===== src/rtl/dtm_pkg.sv =====
package dtm_pkg;
  // register indices on the byte bus
  localparam logic [3:0] RI_T1_CLO  = 4'd0;
  localparam logic [3:0] RI_T1_CHI  = 4'd1;
  localparam logic [3:0] RI_T1_LLO  = 4'd2;
  localparam logic [3:0] RI_T1_LHI  = 4'd3;
  localparam logic [3:0] RI_T2_LO   = 4'd4;
  localparam logic [3:0] RI_T2_HI   = 4'd5;
  localparam logic [3:0] RI_MODE    = 4'd6;
  localparam logic [3:0] RI_FLAGS   = 4'd7;
  localparam logic [3:0] RI_ENABLE  = 4'd8;
  // flag bit positions
  localparam int FLG_T1   = 6;
  localparam int FLG_T2   = 5;
  localparam int FLG_XFER = 2;
  // mode field value selecting free-running counter 1
  localparam logic [1:0] T1_FREE = 2'b01;
endpackage


===== src/rtl/dtm_counter.sv =====
module dtm_counter #(
  parameter int W          = 16,
  parameter bit HAS_RELOAD = 1'b1
) (
  input  logic         clk,
  input  logic         rst,
  input  logic         tick,
  input  logic         load,
  input  logic [W-1:0] load_val,
  input  logic         free_run,
  input  logic [W-1:0] reload_val,
  output logic [W-1:0] count,
  output logic         fire
);
  logic armed;
  logic run_free;
  logic [W-1:0] next_val;

  generate
    if (HAS_RELOAD) begin : g_reload
      assign run_free = free_run;
      assign next_val = (count == '1 && run_free) ? reload_val : count - 1'b1;
    end else begin : g_oneshot
      logic unused_in;
      assign unused_in = ^{free_run, reload_val};
      assign run_free  = 1'b0;
      assign next_val  = count - 1'b1;
    end
  endgenerate

  // expiry: passing from zero to all-ones while armed or free-running
  assign fire = tick && !load && (count == '0) && (armed || run_free);

  always_ff @(posedge clk) begin
    if (rst) begin
      count <= '1;
      armed <= 1'b0;
    end else if (load) begin
      count <= load_val;
      armed <= 1'b1;
    end else if (tick) begin
      count <= next_val;
      if (fire && !run_free) armed <= 1'b0;
    end
  end
endmodule


===== src/rtl/dtm_irq.sv =====
module dtm_irq #(
  parameter int           NF       = 7,
  parameter logic [NF-1:0] IRQ_MASK = 7'h44
) (
  input  logic          clk,
  input  logic          rst,
  input  logic [NF-1:0] set_vec,
  input  logic [NF-1:0] clr_vec,
  input  logic          en_wr,
  input  logic [NF:0]   en_data,
  output logic [NF-1:0] flags,
  output logic [NF-1:0] enables,
  output logic          irq
);
  always_ff @(posedge clk) begin
    if (rst) begin
      flags   <= '0;
      enables <= '0;
      irq     <= 1'b0;
    end else begin
      flags <= (flags & ~clr_vec) | set_vec;
      if (en_wr) begin
        if (en_data[NF]) enables <= enables | en_data[NF-1:0];
        else             enables <= enables & ~en_data[NF-1:0];
      end
      irq <= |(flags & enables & IRQ_MASK);
    end
  end
endmodule


===== src/rtl/dual_timer_irq.sv =====
module dual_timer_irq
  import dtm_pkg::*;
#(
  parameter int BYTE_W = 8,
  parameter int IDX_W  = 4
) (
  input  logic              clk,
  input  logic              rst,
  input  logic              tick_en,
  input  logic              cs,
  input  logic              rd,
  input  logic              wr,
  input  logic [IDX_W-1:0]  addr,
  input  logic [BYTE_W-1:0] wdata,
  input  logic              xfer_done,
  output logic [BYTE_W-1:0] rdata,
  output logic              irq
);
  localparam int CNT_W = 2 * BYTE_W;
  localparam int NF    = BYTE_W - 1;

  logic              wr_hit, rd_hit;
  logic [CNT_W-1:0]  t1_latch, t1_cnt, t2_cnt;
  logic [BYTE_W-1:0] t2_hold, mode_q;
  logic              t1_load, t2_load, t1_fire, t2_fire, t1_free;
  logic [NF-1:0]     set_vec, clr_vec, flags, enables;
  logic [BYTE_W-1:0] rd_mux;

  assign wr_hit  = cs && wr;
  assign rd_hit  = cs && rd;
  assign t1_load = wr_hit && (addr == IDX_W'(RI_T1_CHI));
  assign t2_load = wr_hit && (addr == IDX_W'(RI_T2_HI));
  assign t1_free = (mode_q[BYTE_W-1 -: 2] == T1_FREE);

  always_ff @(posedge clk) begin
    if (rst) begin
      t1_latch <= '1;
      t2_hold  <= '0;
      mode_q   <= '0;
    end else if (wr_hit) begin
      case (addr)
        IDX_W'(RI_T1_CLO), IDX_W'(RI_T1_LLO): t1_latch[BYTE_W-1:0] <= wdata;
        IDX_W'(RI_T1_CHI), IDX_W'(RI_T1_LHI): t1_latch[CNT_W-1:BYTE_W] <= wdata;
        IDX_W'(RI_T2_LO):                     t2_hold <= wdata;
        IDX_W'(RI_MODE):                      mode_q  <= wdata;
        default: ;
      endcase
    end
  end

  dtm_counter #(.W(CNT_W), .HAS_RELOAD(1'b1)) u_t1 (
    .clk(clk), .rst(rst), .tick(tick_en), .load(t1_load),
    .load_val({wdata, t1_latch[BYTE_W-1:0]}), .free_run(t1_free),
    .reload_val(t1_latch), .count(t1_cnt), .fire(t1_fire));

  dtm_counter #(.W(CNT_W), .HAS_RELOAD(1'b0)) u_t2 (
    .clk(clk), .rst(rst), .tick(tick_en), .load(t2_load),
    .load_val({wdata, t2_hold}), .free_run(1'b0),
    .reload_val('0), .count(t2_cnt), .fire(t2_fire));

  always_comb begin
    set_vec = '0;
    set_vec[FLG_T1]   = t1_fire;
    set_vec[FLG_T2]   = t2_fire;
    set_vec[FLG_XFER] = xfer_done;
    clr_vec = (wr_hit && addr == IDX_W'(RI_FLAGS)) ? wdata[NF-1:0] : '0;
    if ((wr_hit && (addr == IDX_W'(RI_T1_CHI) || addr == IDX_W'(RI_T1_LHI))) ||
        (rd_hit && addr == IDX_W'(RI_T1_CLO)))
      clr_vec[FLG_T1] = 1'b1;
    if (rd_hit && addr == IDX_W'(RI_T2_LO))
      clr_vec[FLG_T2] = 1'b1;
  end

  dtm_irq #(.NF(NF), .IRQ_MASK(NF'((1 << FLG_T1) | (1 << FLG_XFER)))) u_irq (
    .clk(clk), .rst(rst), .set_vec(set_vec), .clr_vec(clr_vec),
    .en_wr(wr_hit && addr == IDX_W'(RI_ENABLE)), .en_data(wdata),
    .flags(flags), .enables(enables), .irq(irq));

  always_comb begin
    case (addr)
      IDX_W'(RI_T1_CLO): rd_mux = t1_cnt[BYTE_W-1:0];
      IDX_W'(RI_T1_CHI): rd_mux = t1_cnt[CNT_W-1:BYTE_W];
      IDX_W'(RI_T1_LLO): rd_mux = t1_latch[BYTE_W-1:0];
      IDX_W'(RI_T1_LHI): rd_mux = t1_latch[CNT_W-1:BYTE_W];
      IDX_W'(RI_T2_LO):  rd_mux = t2_cnt[BYTE_W-1:0];
      IDX_W'(RI_T2_HI):  rd_mux = t2_cnt[CNT_W-1:BYTE_W];
      IDX_W'(RI_MODE):   rd_mux = mode_q;
      IDX_W'(RI_FLAGS):  rd_mux = {|(flags & enables), flags};
      IDX_W'(RI_ENABLE): rd_mux = {1'b0, enables};
      default:           rd_mux = '0;
    endcase
  end

  always_ff @(posedge clk) begin
    if (rst)         rdata <= '0;
    else if (rd_hit) rdata <= rd_mux;
  end
endmodule


===== config.mk =====
export PLATFORM = sky130hd
export DESIGN_NAME = dual_timer_irq
export DESIGN_NICKNAME = d
export VERILOG_FILES = /design/src/rtl/dtm_pkg.sv /design/src/rtl/dtm_counter.sv /design/src/rtl/dtm_irq.sv /design/src/rtl/dual_timer_irq.sv
export SDC_FILE = /design/constraint.sdc
export NUM_CORES = 1
export LEC_CHECK = 0
export CAP_MARGIN = 20
export CORE_UTILIZATION = 45
export CTS_BUF_LIST = sky130_fd_sc_hd__clkbuf_4 sky130_fd_sc_hd__clkbuf_8
export CTS_CLUSTER_SIZE = 40
export DETAILED_ROUTE_END_ITERATION = 8
export DONT_BUFFER_PORTS = 1
export GPL_ROUTABILITY_DRIVEN = 0
export MAX_ROUTING_LAYER = met4
export PLACE_DENSITY = 0.72
export SYNTH_ARGS = -nofsm -noshare
export SYNTH_HDL_FRONTEND = slang
export SYNTH_SLANG_ARGS = --single-unit
export TNS_END_PERCENT = 100

===== constraint.sdc =====
create_clock -name clk -period 4.09 [get_ports clk]
set_input_delay 0.6135 -clock clk [delete_from_list [all_inputs] [get_ports clk]]
set_output_delay 0.6135 -clock clk [all_outputs]
set_load 0.02 [all_outputs]

==> results of run 1 <==
cell families (layout without fill, tap and decap cells):
group | after synthesis | after routing | synth area share, %
AND/OR/NAND/NOR | 229 | 229 | 24.17
AO/OA/AOI/OAI | 119 | 119 | 16.71
flip-flops | 89 | 89 | 37.29
buffers and inverters | 57 | 31 | 5.316
multiplexers | 44 | 44 | 11.44
XOR/XNOR | 22 | 22 | 4.032
adder cells (fa/ha/maj) | 4 | 4 | 1.047
power by group:
part	switching [mW]	internal, mW	total (mW)
clock network	0.342	0.234	0.576
logic	0.0596	0.0586	0.118
registers	0.0332	0.886	0.919
state kept, by name, indices dropped and copies added, names as in the netlist, named ones only:
register,cells
u_irq.flags,7
mode_q,8
u_t1.armed,1
u_t2.count,16
u_t2.armed,1
t1_latch,16
t2_hold,8
u_irq.irq,1
u_t1.count,16
rdata,8
worst min path at each step:
stage	endpoint	slack (ps)
after global routing	flip-flop	280
final	t2_hold[3]$_SDFFE_PP0P_	290
after floorplan	u_irq.flags[3]$_SDFF_PP0_	420
after global placement	u_irq.flags[3]$_SDFF_PP0_	440
after CTS	u_irq.flags[6]$_SDFF_PP0_	280
after detailed placement	u_irq.flags[3]$_SDFF_PP0_	450
area by class of cell:
type | count | area [um^2]
well taps | 136 | 170.2
flip-flops and latches | 89 | 1782
clock inverters | 6 | 50.05
inverters | 14 | 52.55
repair buffers | 1 | 27.53
fillers | 961 | 5368
multi-input cells | 418 | 2743
clock buffers | 10 | 131.4
per-layer routing:
metal | share of wire, % | routed length [um] | global-route usage [%]
met1 | 43 | 5854 | 34.32
met2 | 45 | 6053 | 38.17
met3 | 9.3 | 1258 | 4.679
met4 | 3.0 | 414 | 12.27
met5 | 0 | 0 | -
cell usage after synthesis (all sizes together), types with 3 or more instances:
library cell	n	area, um^2
a211oi	8	60.06
a21o	3	22.52
a21oi	25	125.1
a222oi	3	30.03
a22oi	9	67.56
a31oi	4	31.28
buf	23	121.4
clkbuf	20	80.08
dfxtp	89	1782
ha	4	50.05
inv	13	48.80
mux2	3	33.78
mux2i	34	340.3
mux4	7	172.7
nand2	64	240.2
nand2b	6	37.54
nand3	17	90.09
nand4	12	75.07
nor2	65	244.0
nor2b	7	43.79
nor3	23	131.4
nor3b	13	97.59
nor4	9	83.83
o211ai	10	75.07
o21ai	28	140.1
o221ai	6	52.55
o31ai	5	37.54
xnor2	17	148.9
xor2	5	43.79
critical path: stages (launching register included):
cell and delay [ps]:
dfxtp_1 570, nand4_1 150, nor3_1 440, nand2_1 390, a311oi_1 350, o221ai_1 160
==> impl_metrics.sql, run 1 <==
INSERT INTO impl_metrics (metric_group, metric, value, unit) VALUES
('global_route', 'antenna_violations_before_repair', '0', ''),
('global_route', 'grt_start_max_net_pins', '55', ''),
('yosys', 'yosys_register_bits', '89', ''),
('yosys', 'synth_ff_type', 'dfxtp_1', ''),
('layout', 'layout.nets', '556', ''),
('cts', 'cts_buffers', '9', ''),
('timing', 'setup_viol', '0', ''),
('cts', 'clkTransAtPathRegs', '90', 'ps'),
('worst_setup_path', 'worst-r2r-setup-slack', '1860', 'ps'),
('floorplan', 'die-width', '105.0', 'um'),
('layout', 'mostFrequentLayoutCells', 'dfxtp_1 (89), nor2_1 (65), nand2_1 (64)', ''),
('route', 'dr.pass1.iters', '5', ''),
('worst_setup_path', 'crit_type', 'reg -> reg', ''),
('layout', 'most_frequent_standard_cell_in_the_layout_excluding_fill_and_tap_cells', 'dfxtp_1', ''),
('cts', 'ctsHtreeMaxLevel', '3', ''),
('cts', 'cts_hold_buf', '0', ''),
('floorplan', 'pin_count', '28', ''),
('placed_design', 'dp_slack', '1515', 'ps'),
('pwr', 'vdd_ir_drop_max', '0.0001385', 'V'),
('route', 'vias_per_cell', '6.267', ''),
('worst_setup_path', 'worst_r2r_src', 'u_t1.count[7]$_SDFFE_PP1P_', ''),
('pwr', 'leakage_component_of_the_power', '1.862', 'nW'),
('yosys', 'syn_inst', '564', ''),
('worst_setup_path', 'timing.critical_path.to', 'u_t1.count[5]$_SDFFE_PP1P_', ''),
('worst_setup_path', 'crit_fanout', '11', ''),
('timing', 'period_needed', '2226', 'ps'),
('layout', 'instances_no_fill', '674', ''),
('floorplan', 'die_h', '105.0', 'um'),
('timing', 'final_critical_path_setup_slack', '1864', 'ps'),
('floorplan', 'core.rowCount', '37', ''),
('global_route', 'track_usage', '25.90', '%'),
('yosys', 'synth_area', '4778', 'um^2'),
('timing', 'final.hold.worst_slack', '293.0', 'ps'),
('route', 'num_vias', '4224', ''),
('yosys', 'syn-num-nets', '587', ''),
('route', 'route.detailed.wl_per_inst', '20.15', 'um'),
('route', 'drcViolationCount', '0', ''),
('placed_design', 'placedInstanceArea', '4747', 'um^2'),
('timing', 'fin_tns_setup', '0', 'ps'),
('placed_design', 'port_buffers', '0', ''),
('timing', 'finalClockSkew', '16.95', 'ps'),
('global_route', 'grt_pass1_wl', '21.36', 'mm'),
('floorplan', 'floorplan.initialDensity', '46.29', '%'),
('min_path', 'whs_path_depth', '1', ''),
('global_route', 'via_count_of_the_first_global_routing_pass', '3905', ''),
('worst_setup_path', 'critPathArrivalTime', '2450', 'ps'),
('outcome', 'outcome', 'finished clean', ''),
('timing', 'post-route-period-util', '54.43', '%'),
('pwr', 'total_power', '1.613', 'mW'),
('worst_setup_path', 'regToRegEndpoint', 'u_t1.count[5]$_SDFFE_PP1P_', ''),
('placed_design', 'instance_count_after_placement_with_tap_cells_included', '657', ''),
('floorplan', 'die_area', '11030', 'um^2'),
('yosys', 'asyncSetResetFlopFracSynth', '0', '%'),
('placed_design', 'hpwl', '9.291', 'mm'),
('yosys', 'avgSynthCellArea', '8.472', 'um^2'),
('timing', 'final_hold_viol_count', '0', ''),
('pwr', 'cellPowerDensity', '325.4', 'nW/um^2'),
('layout', 'flow.area_growth_from_synthesis', '3.718', '%'),
('cts', 'clockBufferDepth', '2', ''),
('worst_setup_path', 'cp_data_required_time', '4310', 'ps'),
('yosys', 'yosys_warning_count', '0', ''),
('worst_setup_path', 'reg2regPathDepth', '5', ''),
('cts', 'clock_sinks', '89', ''),
('timing', 'finalMaxSlewViolations', '0', ''),
('cts', 'cts.repair.resized', '0', ''),
('flow_run', 'maxCapViolations', '0', ''),
('layout', 'final_layout_size_suffix_gt1_share', '5.762', '%'),
('worst_setup_path', 'cp-start-kind', 'flip-flop', ''),
('route', 'dr.first_iter.drc_count', '558', ''),
('global_route', 'grt_overflow_total', '0', ''),
('layout', 'antenna-diode-count', '0', '');
(Power assumes the default switching activity.)
==> run 2, diff against run 1 <==
Settings changed: ABC_AREA set to 1, PLACE_DENSITY 0.72 to 0.74.
Clock period 4.09 ns to 1.8 ns, I/O delays scaled along.
==> impl_metrics.sql, run 2 <==
INSERT INTO impl_metrics (metric_group, metric, value, unit) VALUES
('yosys', 'synthesized_area_fraction_occupied_by_ao_oa_aoi_and_oai_cells', '17.36', '%'),
('yosys', 'synth_top_area_cell', 'dfxtp_1', ''),
('worst_setup_path', 'cp_data_required_time', '2130', 'ps'),
('pwr', 'vdd_ir_drop_max', '0.0005863', 'V'),
('worst_setup_path', 'cp_slowest_cell', 'dfxtp_1', ''),
('worst_setup_path', 'worstSetupStartpoint', 'u_t1.count[0]$_SDFFE_PP1P_', ''),
('global_route', 'via_count_of_the_first_global_routing_pass', '4743', ''),
('timing', 'clock.fmax', '618.7', 'MHz'),
('yosys', 'asyncSetResetFlopFracSynth', '0', '%'),
('timing', 'setup_viol', '0', ''),
('yosys', 'yosys_warning_count', '0', ''),
('yosys', 'synth_area', '5051', 'um^2'),
('timing', 'period_needed', '1616', 'ps'),
('timing', 'rsz0062_at_grt', 'no', ''),
('worst_setup_path', 'critPathArrivalTime', '1940', 'ps'),
('flow_run', 'maxCapViolations', '0', ''),
('worst_setup_path', 'timing.critical_path.slowest_cell_delay', '350', 'ps'),
('route', 'dr.first_iter.drc_count', '550', ''),
('yosys', 'synth_ff_type', 'dfxtp_1', ''),
('route', 'wl_final', '15.30', 'mm'),
('min_path', 'hold_path.class', 'in -> reg', ''),
('layout', 'layout.nets', '816', ''),
('placed_design', 'port_buffers', '0', ''),
('worst_setup_path', 'crit_path_cell_trace', 'inv_1 > ha_1 > nand3_1 > nor2_1 > nand2_1 > o21ai_0 > o211ai_1 > nand2_1', ''),
('yosys', 'combinational_family_with_the_most_area_after_synthesis', 'simple AND/OR/NAND/NOR gates', ''),
('yosys', 'syn-num-nets', '804', ''),
('floorplan', 'pin_count', '28', ''),
('route', 'route.detailed.wl_per_inst', '16.31', 'um'),
('worst_setup_path', 'crit_fanout', '5', ''),
('layout', 'flow.area_growth_from_synthesis', '9.710', '%'),
('cts', 'cts_tree', 'yes', ''),
('global_route', 'track_usage', '29.11', '%'),
('timing', 'worstMarginPinSlew', '538.3', 'ps'),
('global_route', 'grt_pass1_wl', '24.74', 'mm'),
('cts', 'clockBufferDepth', '2', ''),
('timing', 'relSlewSlack', '64.07', '%'),
('yosys', 'ys_top_cells_by_count', 'nand2_1 (171), nand3_1 (114), dfxtp_1 (89), inv_1 (85), nor2_1 (73)', ''),
('cts', 'cts_buffers', '9', ''),
('yosys', 'synth_simple_gate_area_share', '33.79', '%'),
('worst_setup_path', 'cpMostUsedCell', 'nand2_1', ''),
('floorplan', 'die_area', '11650', 'um^2'),
('layout', 'mostFrequentLayoutCells', 'nand2_1 (171), nand3_1 (114), dfxtp_1 (89)', ''),
('yosys', 'synth-edff-count', '0', ''),
('yosys', 'yosys.cell_types.count', '33', ''),
('route', 'num_vias', '5221', ''),
('pwr', 'cellPowerDensity', '758.3', 'nW/um^2'),
('cts', 'clkTransAtPathRegs', '90', 'ps'),
('global_route', 'grt_start_max_net_pins', '35', ''),
('outcome', 'outcome', 'finished clean', ''),
('yosys', 'synth_top_cells_by_area', 'dfxtp_1 (35%), nand2_1 (13%), nand3_1 (11%)', ''),
('min_path', 'worstHoldStart', 'rst', ''),
('yosys', 'yosys_register_bits', '89', ''),
('route', 'ant_nets', '0', ''),
('yosys', 'syn_inst', '781', ''),
('placed_design', 'hpwl', '11.27', 'mm'),
('timing', 'finalClockSkew', '6.453', 'ps'),
('layout', 'postLayoutCoreUtil', '50.90', '%'),
('layout', 'antenna-diode-count', '0', ''),
('placed_design', 'dp_slack', '189.5', 'ps'),
('yosys', 'netlist.area_leader.share', '35.27', '%'),
('cts', 'clk_latency', '380', 'ps'),
('pwr', 'leakage_component_of_the_power', '2.619', 'nW'),
('yosys', 'sequential_fraction_of_the_synthesis_area', '35.27', '%'),
('layout', 'final_layout_size_suffix_gt1_share', '9.148', '%'),
('yosys', 'synth.mux.area_fraction', '0', '%'),
('timing', 'post-route-period-util', '89.79', '%'),
('floorplan', 'floorplan.core_area', '10890', 'um^2'),
('worst_setup_path', 'worst_r2r_src', 'u_t1.count[0]$_SDFFE_PP1P_', ''),
('worst_setup_path', 'crit_path_end_kind', 'flip-flop', ''),
('timing', 'finalMaxSlewViolations', '0', ''),
('route', 'dr.pass1.iters', '5', ''),
('floorplan', 'die_h', '107.9', 'um'),
('layout', 'most_frequent_standard_cell_in_the_layout_excluding_fill_and_tap_cells', 'nand2_1', ''),
('floorplan', 'core.rowCount', '38', ''),
('global_route', 'antenna_violations_before_repair', '0', ''),
('layout', 'filler_cell_count', '1109', ''),
('floorplan', 'die-width', '107.9', 'um'),
('yosys', 'yosys.area_share.xor_xnor', '2.254', '%'),
('cts', 'ctsHtreeMaxLevel', '3', ''),
('global_route', 'grt_overflow_total', '0', ''),
('route', 'drcViolationCount', '0', ''),
('worst_setup_path', 'cp-start-kind', 'flip-flop', ''),
('cts', 'clock_sinks', '89', ''),
('timing', 'fin_tns_setup', '0', 'ps'),
('floorplan', 'floorplan.initialDensity', '46.39', '%'),
('layout', 'top_regs', 't1_latch (16), u_t1.count (16), u_t2.count (16)', ''),
('worst_setup_path', 'critical-path-top-delay-family', 'simple AND/OR/NAND/NOR gates', ''),
('yosys', 'avgSynthCellArea', '6.467', 'um^2'),
('cts', 'cts.repair.resized', '0', ''),
('cts', 'root_buffer', 'clkbuf_8', ''),
('yosys', 'yosys.area_share.adder', '0.9908', '%'),
('worst_setup_path', 'worstPathBufferInverterCount', '1', ''),
('route', 'vias_per_cell', '5.566', ''),
('timing', 'final_critical_path_setup_slack', '183.7', 'ps'),
('timing', 'final_hold_viol_count', '0', ''),
('worst_setup_path', 'crit_type', 'reg -> reg', ''),
('yosys', 'synth.most_common_cell', 'nand2_1', '');
## run 2: what timing repair did
action | CTS | global route
hold endpoints to repair | 30 | 0
hold buffers | 2 | 0
setup buffers | 0 | 0
## run 2: cells by family (layout without fill, tap and decap cells)
kind of cell | after synthesis | in the layout
compound gates | 161 | 161
flops | 89 | 89
xor+xnor | 13 | 13
fa+ha+maj | 4 | 4
simple gates | 385 | 385
buf+inv | 129 | 146
## run 2: per-layer routing
| layer | track usage (%) | share of wire (%) |
|---|---|---|
| met5 | - | 0 |
| met4 | 11.84 | 2.6 |
| met3 | 6.389 | 10 |
| met2 | 42.95 | 45 |
| met1 | 38.44 | 42 |
## run 2: worst paths after layout
| path | cells after the start | slack (ps) | endpoint |
|---|---|---|---|
| setup / recovery | 8 | 180 | u_t1.count[8]$_SDFFE_PP1P_ |
| hold / removal | 2 | 10 | u_t2.count[9]$_SDFFE_PP1P_ |
| setup reg to reg | 8 | 180 | u_t1.count[8]$_SDFFE_PP1P_ |
| hold reg to reg | 2 | 460 | mode_q[3]$_SDFFE_PP0P_ |
## run 2: layout make-up
type | count | area, um^2 | area share, %
multi-input combinational | 563 | 2748 | 49.58
sequential | 89 | 1782 | 32.15
inverter | 99 | 371.6 | 6.706
timing repair buffer | 31 | 247.7 | 4.471
tap | 140 | 175.2 | 3.161
clock buffer | 11 | 138.9 | 2.506
clock inverter | 5 | 78.83 | 1.422
## run 2: through the flow
step	cell area [um^2]	power (mW)	cells	hold slack, ps
after CTS	5542	4.205	938	1.516
after global routing	5542	4.359	938	9.601
after floorplan	5051	2.526	781	396.2
after global placement	5294	2.666	920	341.8
final	5542	4.202	938	10.11
after detailed placement	5294	2.671	920	344.7
## run 2: power by group
part	internal (mW)	leakage, nW	switching, mW	total, mW
combinational	0.180	1.78	0.348	0.529
sequential	2.04	0.727	0.0908	2.13
clock	0.814	0.115	0.730	1.54
total	3.03	2.62	1.17	4.20
==> run 3, diff against run 2 <==
Settings changed: CORE_MARGIN set to 2.
==> impl_metrics.sql, run 3 (synthesis gave the netlist of run 2 again) <==
INSERT INTO impl_metrics (metric_group, metric, value, unit) VALUES
('floorplan', 'pin_count', '28', ''),
('worst_setup_path', 'critPathArrivalTime', '2030', 'ps'),
('route', 'drcViolationCount', '0', ''),
('cts', 'cts_buffers', '9', ''),
('cts', 'ctsHtreeMaxLevel', '3', ''),
('timing', 'rsz0062_at_grt', 'yes', ''),
('cts', 'clk_latency', '380', 'ps'),
('timing', 'finalClockSkew', '12.92', 'ps'),
('placed_design', 'hpwl', '11.29', 'mm'),
('timing', 'finalMaxSlewViolations', '0', ''),
('floorplan', 'floorplan.initialDensity', '46.39', '%'),
('cts', 'root_buffer', 'clkbuf_8', ''),
('placed_design', 'port_buffers', '0', ''),
('layout', 'most_frequent_standard_cell_in_the_layout_excluding_fill_and_tap_cells', 'nand2_1', ''),
('route', 'num_vias', '5248', ''),
('timing', 'final_critical_path_setup_slack', '53.21', 'ps'),
('global_route', 'antenna_violations_before_repair', '0', ''),
('cts', 'post_cts_buffers', '0', ''),
('outcome', 'outcome', 'finished clean', ''),
('layout', 'final_layout_size_suffix_gt1_share', '9.285', '%'),
('timing', 'final_hold_viol_count', '0', ''),
('global_route', 'grt_start_max_net_pins', '35', ''),
('layout', 'layout.nets', '815', ''),
('min_path', 'hold_path.class', 'in -> reg', ''),
('placed_design', 'dp_slack', '30.24', 'ps'),
('global_route', 'track_usage', '27.51', '%'),
('layout', 'mostFrequentLayoutCells', 'nand2_1 (171), nand3_1 (114), dfxtp_1 (89)', ''),
('worst_setup_path', 'crit_path_end_kind', 'flip-flop', ''),
('worst_setup_path', 'cp_data_required_time', '2080', 'ps'),
('global_route', 'via_count_of_the_first_global_routing_pass', '4739', ''),
('timing', 'worstMarginPinSlew', '540.3', 'ps'),
('worst_setup_path', 'crit_fanout', '5', ''),
('route', 'route.detailed.wl_per_inst', '16.31', 'um'),
('timing', 'setup_viol', '0', ''),
('pwr', 'cellPowerDensity', '742.6', 'nW/um^2'),
('timing', 'relSlewSlack', '63.94', '%'),
('route', 'dr.first_iter.drc_count', '559', ''),
('global_route', 'grt_pass1_wl', '24.50', 'mm'),
('floorplan', 'die_area', '12090', 'um^2'),
('route', 'vias_per_cell', '5.601', ''),
('timing', 'fin_tns_setup', '0', 'ps'),
('layout', 'antenna-diode-count', '0', ''),
('worst_setup_path', 'cp_slowest_cell', 'dfxtp_1', ''),
('floorplan', 'die-width', '109.9', 'um'),
('flow_run', 'maxCapViolations', '0', ''),
('worst_setup_path', 'crit_type', 'reg -> reg', ''),
('layout', 'top_regs', 't1_latch (16), u_t1.count (16), u_t2.count (16)', ''),
('worst_setup_path', 'cp-start-kind', 'flip-flop', ''),
('floorplan', 'core.rowCount', '38', ''),
('layout', 'flow.area_growth_from_synthesis', '9.264', '%'),
('worst_setup_path', 'crit_path_cell_trace', 'inv_1 > ha_1 > nand3_1 > nor3_2 > nand3_1 > o21ai_1 > nor2_1', ''),
('timing', 'period_needed', '1747', 'ps'),
('floorplan', 'die_h', '109.9', 'um'),
('cts', 'clkTransAtPathRegs', '90', 'ps'),
('floorplan', 'floorplan.core_area', '10890', 'um^2'),
('worst_setup_path', 'timing.critical_path.slowest_cell_delay', '360', 'ps'),
('route', 'dr.pass1.iters', '6', ''),
('pwr', 'leakage_component_of_the_power', '2.608', 'nW'),
('cts', 'cts_tree', 'yes', ''),
('pwr', 'vdd_ir_drop_max', '0.0006123', 'V'),
('layout', 'postLayoutCoreUtil', '50.69', '%'),
('global_route', 'grt_overflow_total', '0', ''),
('route', 'ant_nets', '0', ''),
('cts', 'clock_sinks', '89', ''),
('timing', 'post-route-period-util', '97.04', '%'),
('route', 'wl_final', '15.29', 'mm'),
('cts', 'clockBufferDepth', '2', ''),
('worst_setup_path', 'cpMostUsedCell', 'nand3_1', ''),
('timing', 'clock.fmax', '572.5', 'MHz');
[run 3: cell types whose count changed in the layout (fill, tap and decap cells not counted)]
cell	previous run	this run
dlygate4sd3_1	1	0
clkbuf_8	9	10
nor3_1	5	4
nor3_2	0	1
bufinv_16	2	1
inv_6	1	0
clkbuf_4	2	3
[run 3: final timing paths]
kind                                    from                          to  slack, ps  cells after the start
setup reg to reg  u_t1.count[0]$_SDFFE_PP1P_     u_t1.armed$_SDFFE_PP0P_         50                      7
setup / recovery  u_t1.count[0]$_SDFFE_PP1P_     u_t1.armed$_SDFFE_PP0P_         50                      7
hold / removal                           rst  u_t2.count[4]$_SDFFE_PP1P_         10                      2
hold reg to reg       mode_q[5]$_SDFFE_PP0P_      mode_q[5]$_SDFFE_PP0P_        460                      2
[run 3: stage by stage]
stage | total power [mW] | hold WS, ps | cells | area (um^2)
2_1_floorplan | 2.526 | 396.2 | 781 | 5051
3_3_place_gp | 2.671 | 343.4 | 920 | 5294
3_5_place_dp | 2.676 | 345.1 | 920 | 5294
4_1_cts | 4.109 | 5.040 | 937 | 5514
5_1_grt | 4.281 | 8.314 | 937 | 5519
6_report | 4.098 | 10.36 | 937 | 5519
[run 3: final cells by class]
type                       count  area (um^2)
clock inverter                 3        40.04
sequential                    89         1782
tap                          140        175.2
fill                        1079         5369
multi-input combinational    563         2753
clock buffer                  13        160.2
timing repair buffer          30        237.7
inverter                      99        371.6
[run 3: per-layer routing]
layer  global-route usage [%]  vias up  part of all wire [%]
li1                         -     2593                     -
met1                    35.82     2354                    43
met2                    41.19      256                    44
met3                    6.106       45                   9.2
met4                    11.30        0                   3.6
met5                        -        -                     0
[run 3: where the power goes]
group / total (mW) / leakage (nW) / switching, mW / internal [mW]
combinational: 0.531 / 1.77 / 0.350 / 0.181
sequential: 2.13 / 0.727 / 0.0934 / 2.04
clock: 1.43 / 0.108 / 0.712 / 0.723
[run 3: what timing repair did]
action	4_1_cts	5_1_grt
hold buffers	1	0
endpoints found under the setup margin	0	3
endpoints found under the hold margin	31	0
resized for setup	0	1
[run 3: critical path, delay by kind of cell, from the launching register on]
family,cells,cell delay [ps]
adder cells (fa/ha/maj),1,220
buffers and inverters,1,160
flip-flops,1,360
AO/OA/AOI/OAI,1,150
AND/OR/NAND/NOR,4,760
